<file path="config.mk">
export PLATFORM = sky130hd
export DESIGN_NAME = guarded_nvm_ctrl
export DESIGN_NICKNAME = d
export VERILOG_FILES = /design/src/rtl/nvm_pkg.sv /design/src/rtl/nvm_ctrl_fsm.sv /design/src/rtl/nvm_datapath.sv /design/src/rtl/guarded_nvm_ctrl.sv
export SDC_FILE = /design/constraint.sdc
export NUM_CORES = 2
export LEC_CHECK = 0
export ABC_AREA = 1
export BUFFER_PORTS_ARGS = -buffer_cell sky130_fd_sc_hd__buf_4
export CAP_MARGIN = 20
export CORE_ASPECT_RATIO = 0.9
export CORE_MARGIN = 8
export CORE_UTILIZATION = 55
export CTS_CLUSTER_SIZE = 20
export DETAILED_ROUTE_END_ITERATION = 12
export PLACE_DENSITY = 0.74
export REMOVE_ABC_BUFFERS = 1
export SKIP_CTS_REPAIR_TIMING = 1
export SLEW_MARGIN = 10
export SYNTH_ARGS = -nofsm -noshare
export SYNTH_HDL_FRONTEND = slang
export SYNTH_SLANG_ARGS = --single-unit
</file>
<file path="constraint.sdc">
create_clock -name clk -period 7.9 [get_ports clk]
set_input_delay 1.58 -clock clk [delete_from_list [all_inputs] [get_ports clk]]
set_output_delay 1.58 -clock clk [all_outputs]
set_load 0.01 [all_outputs]
</file>
<file path="src/rtl/nvm_pkg.sv">
package nvm_pkg;
  localparam int DATA_W = 8;

  localparam logic [1:0] REG_ADDR = 2'd0;
  localparam logic [1:0] REG_DATA = 2'd1;
  localparam logic [1:0] REG_CTRL = 2'd2;
  localparam logic [1:0] REG_KEY  = 2'd3;

  localparam int CB_RD   = 0;
  localparam int CB_WR   = 1;
  localparam int CB_EN   = 2;
  localparam int CB_ERR  = 3;
  localparam int CB_DONE = 4;
  localparam int CB_IE   = 5;

  localparam logic [DATA_W-1:0] KEY_FIRST  = 8'h55;
  localparam logic [DATA_W-1:0] KEY_SECOND = 8'hAA;

  typedef enum logic [1:0] {UL_IDLE, UL_HALF, UL_ARMED} unlock_e;

  typedef struct packed {
    logic ldAddr;
    logic ldData;
    logic doRead;
    logic doCommit;
  } dpStrobe_t;
endpackage

</file>
<file path="src/rtl/nvm_ctrl_fsm.sv">
module nvm_ctrl_fsm
  import nvm_pkg::*;
#(
  parameter int WRITE_CYCLES   = 8,
  parameter int HOLDOFF_CYCLES = 16
) (
  input  logic              clk,
  input  logic              porN,
  input  logic              rstN,
  input  logic              busSel,
  input  logic              busWr,
  input  logic [1:0]        busAddr,
  input  logic [DATA_W-1:0] busWdata,
  output dpStrobe_t         strobe,
  output logic [DATA_W-1:0] ctrlByte
);
  localparam int WC_W = $clog2(WRITE_CYCLES + 1);
  localparam int HO_W = $clog2(HOLDOFF_CYCLES + 1);

  unlock_e         ulState, ulNext;
  logic            busy, wrEn, wrErr, done, irqEn;
  logic [WC_W-1:0] wcLeft;
  logic [HO_W-1:0] hoLeft;
  logic            sysRst, wrAcc, ctrlWr, startOk, commit;

  assign sysRst  = !porN || !rstN;
  assign wrAcc   = busSel && busWr;
  assign ctrlWr  = wrAcc && (busAddr == REG_CTRL) && !busy;
  assign startOk = (ulState == UL_ARMED) && ctrlWr && busWdata[CB_WR]
                   && wrEn && (hoLeft == '0);
  assign commit  = busy && (wcLeft == WC_W'(1));

  // Key sequencer: any bus access that is not the expected next step drops to idle
  always_comb begin
    ulNext = ulState;
    if (busSel) begin
      ulNext = UL_IDLE;
      if (wrAcc && busAddr == REG_KEY) begin
        if (ulState == UL_IDLE && busWdata == KEY_FIRST)       ulNext = UL_HALF;
        else if (ulState == UL_HALF && busWdata == KEY_SECOND) ulNext = UL_ARMED;
      end
    end
  end

  always_ff @(posedge clk) begin
    if (sysRst) begin
      ulState <= UL_IDLE;
      busy    <= 1'b0;
      wcLeft  <= '0;
      hoLeft  <= HO_W'(HOLDOFF_CYCLES);
      wrEn    <= 1'b0;
      done    <= 1'b0;
      irqEn   <= 1'b0;
    end else begin
      ulState <= ulNext;
      if (hoLeft != '0) hoLeft <= hoLeft - HO_W'(1);
      if (startOk) begin
        busy   <= 1'b1;
        wcLeft <= WC_W'(WRITE_CYCLES);
      end else if (busy) begin
        wcLeft <= wcLeft - WC_W'(1);
        if (commit) busy <= 1'b0;
      end
      if (ctrlWr) begin
        wrEn  <= busWdata[CB_EN];
        irqEn <= busWdata[CB_IE];
      end
      if (commit)      done <= 1'b1;
      else if (ctrlWr) done <= done & busWdata[CB_DONE];
    end
  end

  // Error bit lives across the warm reset
  always_ff @(posedge clk) begin
    if (!porN)       wrErr <= 1'b0;
    else if (!rstN)  wrErr <= wrErr | busy;
    else if (ctrlWr) wrErr <= wrErr & busWdata[CB_ERR];
  end

  always_comb begin
    strobe.ldAddr   = wrAcc && busAddr == REG_ADDR && !busy;
    strobe.ldData   = wrAcc && busAddr == REG_DATA && !busy;
    strobe.doRead   = ctrlWr && busWdata[CB_RD];
    strobe.doCommit = commit;
  end

  assign ctrlByte = {2'b00, irqEn, done, wrErr, wrEn, busy, 1'b0};
endmodule

</file>
<file path="src/rtl/nvm_datapath.sv">
module nvm_datapath
  import nvm_pkg::*;
#(
  parameter int ADDR_W = 8
) (
  input  logic              clk,
  input  logic              clr,
  input  dpStrobe_t         strobe,
  input  logic [1:0]        busAddr,
  input  logic [DATA_W-1:0] busWdata,
  input  logic [DATA_W-1:0] ctrlByte,
  output logic [DATA_W-1:0] busRdata
);
  localparam int DEPTH = 1 << ADDR_W;

  logic [ADDR_W-1:0] addrReg;
  logic [DATA_W-1:0] dataReg;
  logic [DATA_W-1:0] cells [DEPTH];

  always_ff @(posedge clk) begin
    if (clr) begin
      addrReg <= '0;
      dataReg <= '0;
    end else begin
      if (strobe.ldAddr) addrReg <= busWdata[ADDR_W-1:0];
      if (strobe.doRead)      dataReg <= cells[addrReg];
      else if (strobe.ldData) dataReg <= busWdata;
    end
  end

  always_ff @(posedge clk) begin
    if (strobe.doCommit) cells[addrReg] <= dataReg;
  end

  always_comb begin
    unique case (busAddr)
      REG_ADDR: busRdata = DATA_W'(addrReg);
      REG_DATA: busRdata = dataReg;
      REG_CTRL: busRdata = ctrlByte;
      default:  busRdata = '0;
    endcase
  end
endmodule

</file>
<file path="src/rtl/guarded_nvm_ctrl.sv">
module guarded_nvm_ctrl
  import nvm_pkg::*;
#(
  parameter int ADDR_W         = 8,
  parameter int WRITE_CYCLES   = 8,
  parameter int HOLDOFF_CYCLES = 16
) (
  input  logic       clk,
  input  logic       porN,
  input  logic       rstN,
  input  logic       busSel,
  input  logic       busWr,
  input  logic [1:0] busAddr,
  input  logic [7:0] busWdata,
  output logic [7:0] busRdata,
  output logic       irq
);
  dpStrobe_t         strobe;
  logic [DATA_W-1:0] ctrlByte;

  nvm_ctrl_fsm #(
    .WRITE_CYCLES  (WRITE_CYCLES),
    .HOLDOFF_CYCLES(HOLDOFF_CYCLES)
  ) u_ctrl (
    .clk     (clk),
    .porN    (porN),
    .rstN    (rstN),
    .busSel  (busSel),
    .busWr   (busWr),
    .busAddr (busAddr),
    .busWdata(busWdata),
    .strobe  (strobe),
    .ctrlByte(ctrlByte)
  );

  nvm_datapath #(.ADDR_W(ADDR_W)) u_dp (
    .clk     (clk),
    .clr     (!porN || !rstN),
    .strobe  (strobe),
    .busAddr (busAddr),
    .busWdata(busWdata),
    .ctrlByte(ctrlByte),
    .busRdata(busRdata)
  );

  assign irq = ctrlByte[CB_DONE] & ctrlByte[CB_IE];
endmodule

</file>
==> results.md <==
* Status: completed
* Clock sink total at 2088
* Mapped Cells at 7180
* Slew @ Worst Pin at 1252 ps
* Flops & latches, synth at 2088
* Worst setup SP type: flip-flop
* Vias at 56783
* Pre-Repair DR Iteration Count at 8
* Final critical-path required period at 4625 ps
* Longest Clk Path Bufs at 3
* GRT overflow at 0
* Num ports at 24
* Remaining DRCs at 0
* PnR worst setup slack at 3275 ps
* Iteration-0 DRC Markers at 9004
* Slew Viols, Final at 0
* Die area at 0.1669 mm²
* Async S/R FF share, synth at 0%
* Req. time, crit path at 8640 ps
* Initial cell density of the core at 55.47%
* Fmax at 216.2 MHz
* Hold Startpoint: u_ctrl.hoLeft[0]$_SDFFE_PP0N_
* Synthesized area per cell at 11.80 µm²
* Crit end category: flip-flop
* Die W at 429.8 µm
* Finish-stage setup viols at 0
* # rows at 136
* Peak supply drop at 0.2648 mV
* Pin count of the biggest net entering global routing at 266
* TritonCTS Buffers at 190
* PwrDens at 233.6 mW/mm²
* Via density at 6.213
* Place WS at 3622 ps
* Avg WL per Cell at 24.32 µm
* Crit Path Class: flip-flop to flip-flop
* Worst hold path class: flip-flop to flip-flop
* Setup Skew at 31.63 ps
* Fill count at 11500
* Worst slew margin at 16.21%
* Root Buffer: clkbuf_16
* Core area at 0.1528 mm²
* Register area share after synthesis at 73.50%
* FF+latch area at 0.06235 mm²
* First-pass GRT wire length at 330400 µm
* Initial antenna violation count at 2
* Period utilization at 58.54%
* CTS tree: built
* Clock Latency Late Sink at 840 ps
* Syn. warnings at 0
* Die Y at 388.4 µm
* Top_reg_cell synth: edfxtp_1
* Share of layout cells above drive strength 1 at 5.408%
* DPL Wire Length at 117500 µm
* Post-DRT Antenna Nets at 0
* Setup repair after global routing missed its margin: false
* Total GRT Usage at 25.68%
* Final nets at 6995
* Synthesized area at 0.08476 mm²
* Critical Path AT at 5370 ps
* Placer congestion estimate at 0.9065
* Port Buffers at 23
* Reg clk slew, reported paths at 70 ps
* Area of the multi-input gates at 0.01985 mm²
* Post-synth EDFFs at 2048
* Distinct cells, synth at 29
* DRT Wirelength at 222200 µm
* Max capacitance violation total at 0
* Vias in the first global route at 53402
* H-tree depth at 4
* Final Hold Vio Count at 0
* Finished Core Util at 60.08%
* Crit Path Max Fanout at 214
* Leak Pwr at 0.03177 µW
* Syn-to-layout area delta at 8.317%
-- layout make-up --
cell class	instances	share of cell area, %
Multi-Input combinational cell	4558	21.63
Clock inverter	121	1.108
Clock buffer	232	5.454
Sequential cell	2088	67.91
Antenna cell	1	0.002726
Timing Repair Buffer	88	0.9322
Tap cell	2001	2.727
Inverter	50	0.2412
-- registers in the layout, indices dropped and copies added (netlist names), named ones only --
register	cells
u_ctrl.busy	1
u_ctrl.done	1
u_ctrl.hoLeft	5
u_ctrl.irqEn	1
u_ctrl.ulState	2
u_ctrl.wcLeft	4
u_ctrl.wrEn	1
u_ctrl.wrErr	1
u_dp.addrReg	8
u_dp.cells	2048
u_dp.dataReg	8
-- critical path, cell delays in order (launching register included) --
cell	delay, ps
dfxtp_4	710
buf_12	800
buf_4	900
nand2_1	130
nand3_1	160
nand3_1	90
nand3_1	130
nand3_1	80
nand3_1	310
nand3_1	430
nand2_1	200
nand2_1	60
nand3_1	90
nand2_1	50
a21oi_1	140
-- synth_stat cells (all sizes together), types with 3 or more instances --
master | n | area (µm²)
a21oi | 26 | 130.1
buf | 369 | 2023
clkbuf | 115 | 431.7
dfxtp | 40 | 800.8
edfxtp | 2048 | 61500
ha | 4 | 50.05
inv | 48 | 182.7
nand2 | 2172 | 8153
nand3 | 2026 | 10140
nand4 | 3 | 18.77
nor2 | 282 | 1064
nor3 | 6 | 30.03
o21ai | 25 | 125.1
o221ai | 3 | 26.28
-- metal layers --
metal  GRT usage [%]  routed length [µm]
met1           36.00               84890
met2           39.08              100600
met4           11.59               10250
met5               0                  13
met3           5.362               26470
-- cells in the final DEF, fill, tap and decap left out, types with 26 or more instances in the layout --
master     count
inv_1         43
edfxtp_1    2048
nand3_1     2026
dfxtp_1       27
nor2_1       280
clkbuf_16    194
clkbuf_1      37
buf_4         73
clkinv_2      31
clkinv_1      58
nand2_1     2156
a21oi_1       26
-- cell families after synthesis --
family | after synthesis | share of synthesized area (%)
buffers and inverters | 534 | 3.121
adder cells (fa/ha/maj) | 4 | 0.05905
flip-flops | 2088 | 73.50
AND/OR/NAND/NOR | 4493 | 22.92
XOR/XNOR | 1 | 0.01034
AO/OA/AOI/OAI | 60 | 0.3838
-- per-stage QoR --
stage	hold WS (ps)	cell area, µm²	instances	power [µW]	TNS (ps)
4_1_cts	488.5	91770	9136	21460	0
3_3_place_gp	462.8	85750	8783	12630	0
3_5_place_dp	474.1	85750	8783	12640	0
5_1_grt	506.7	91810	9138	21910	0
2_1_floorplan	443.8	82300	6696	12570	-305090
6_report	484.0	91810	9139	21450	0
-- path summary, 6_finish.rpt --
kind	to	slack (ps)	cells after the start
setup reg to reg	u_dp.dataReg[7]$_SDFFE_PP0P_	3280	14
setup / recovery	u_dp.dataReg[7]$_SDFFE_PP0P_	3280	14
hold / removal	u_ctrl.hoLeft[0]$_SDFFE_PP0N_	480	1
hold reg to reg	u_ctrl.hoLeft[0]$_SDFFE_PP0N_	480	1
-- where the power goes --
| group | switching [µW] | internal [µW] | total, µW |
|---|---|---|---|
| combinational | 292 | 87.3 | 380 |
| sequential | 15.9 | 12000 | 12000 |
| clock | 4060 | 4970 | 9030 |
No activity file was read; power rests on OpenSTA's default activity.
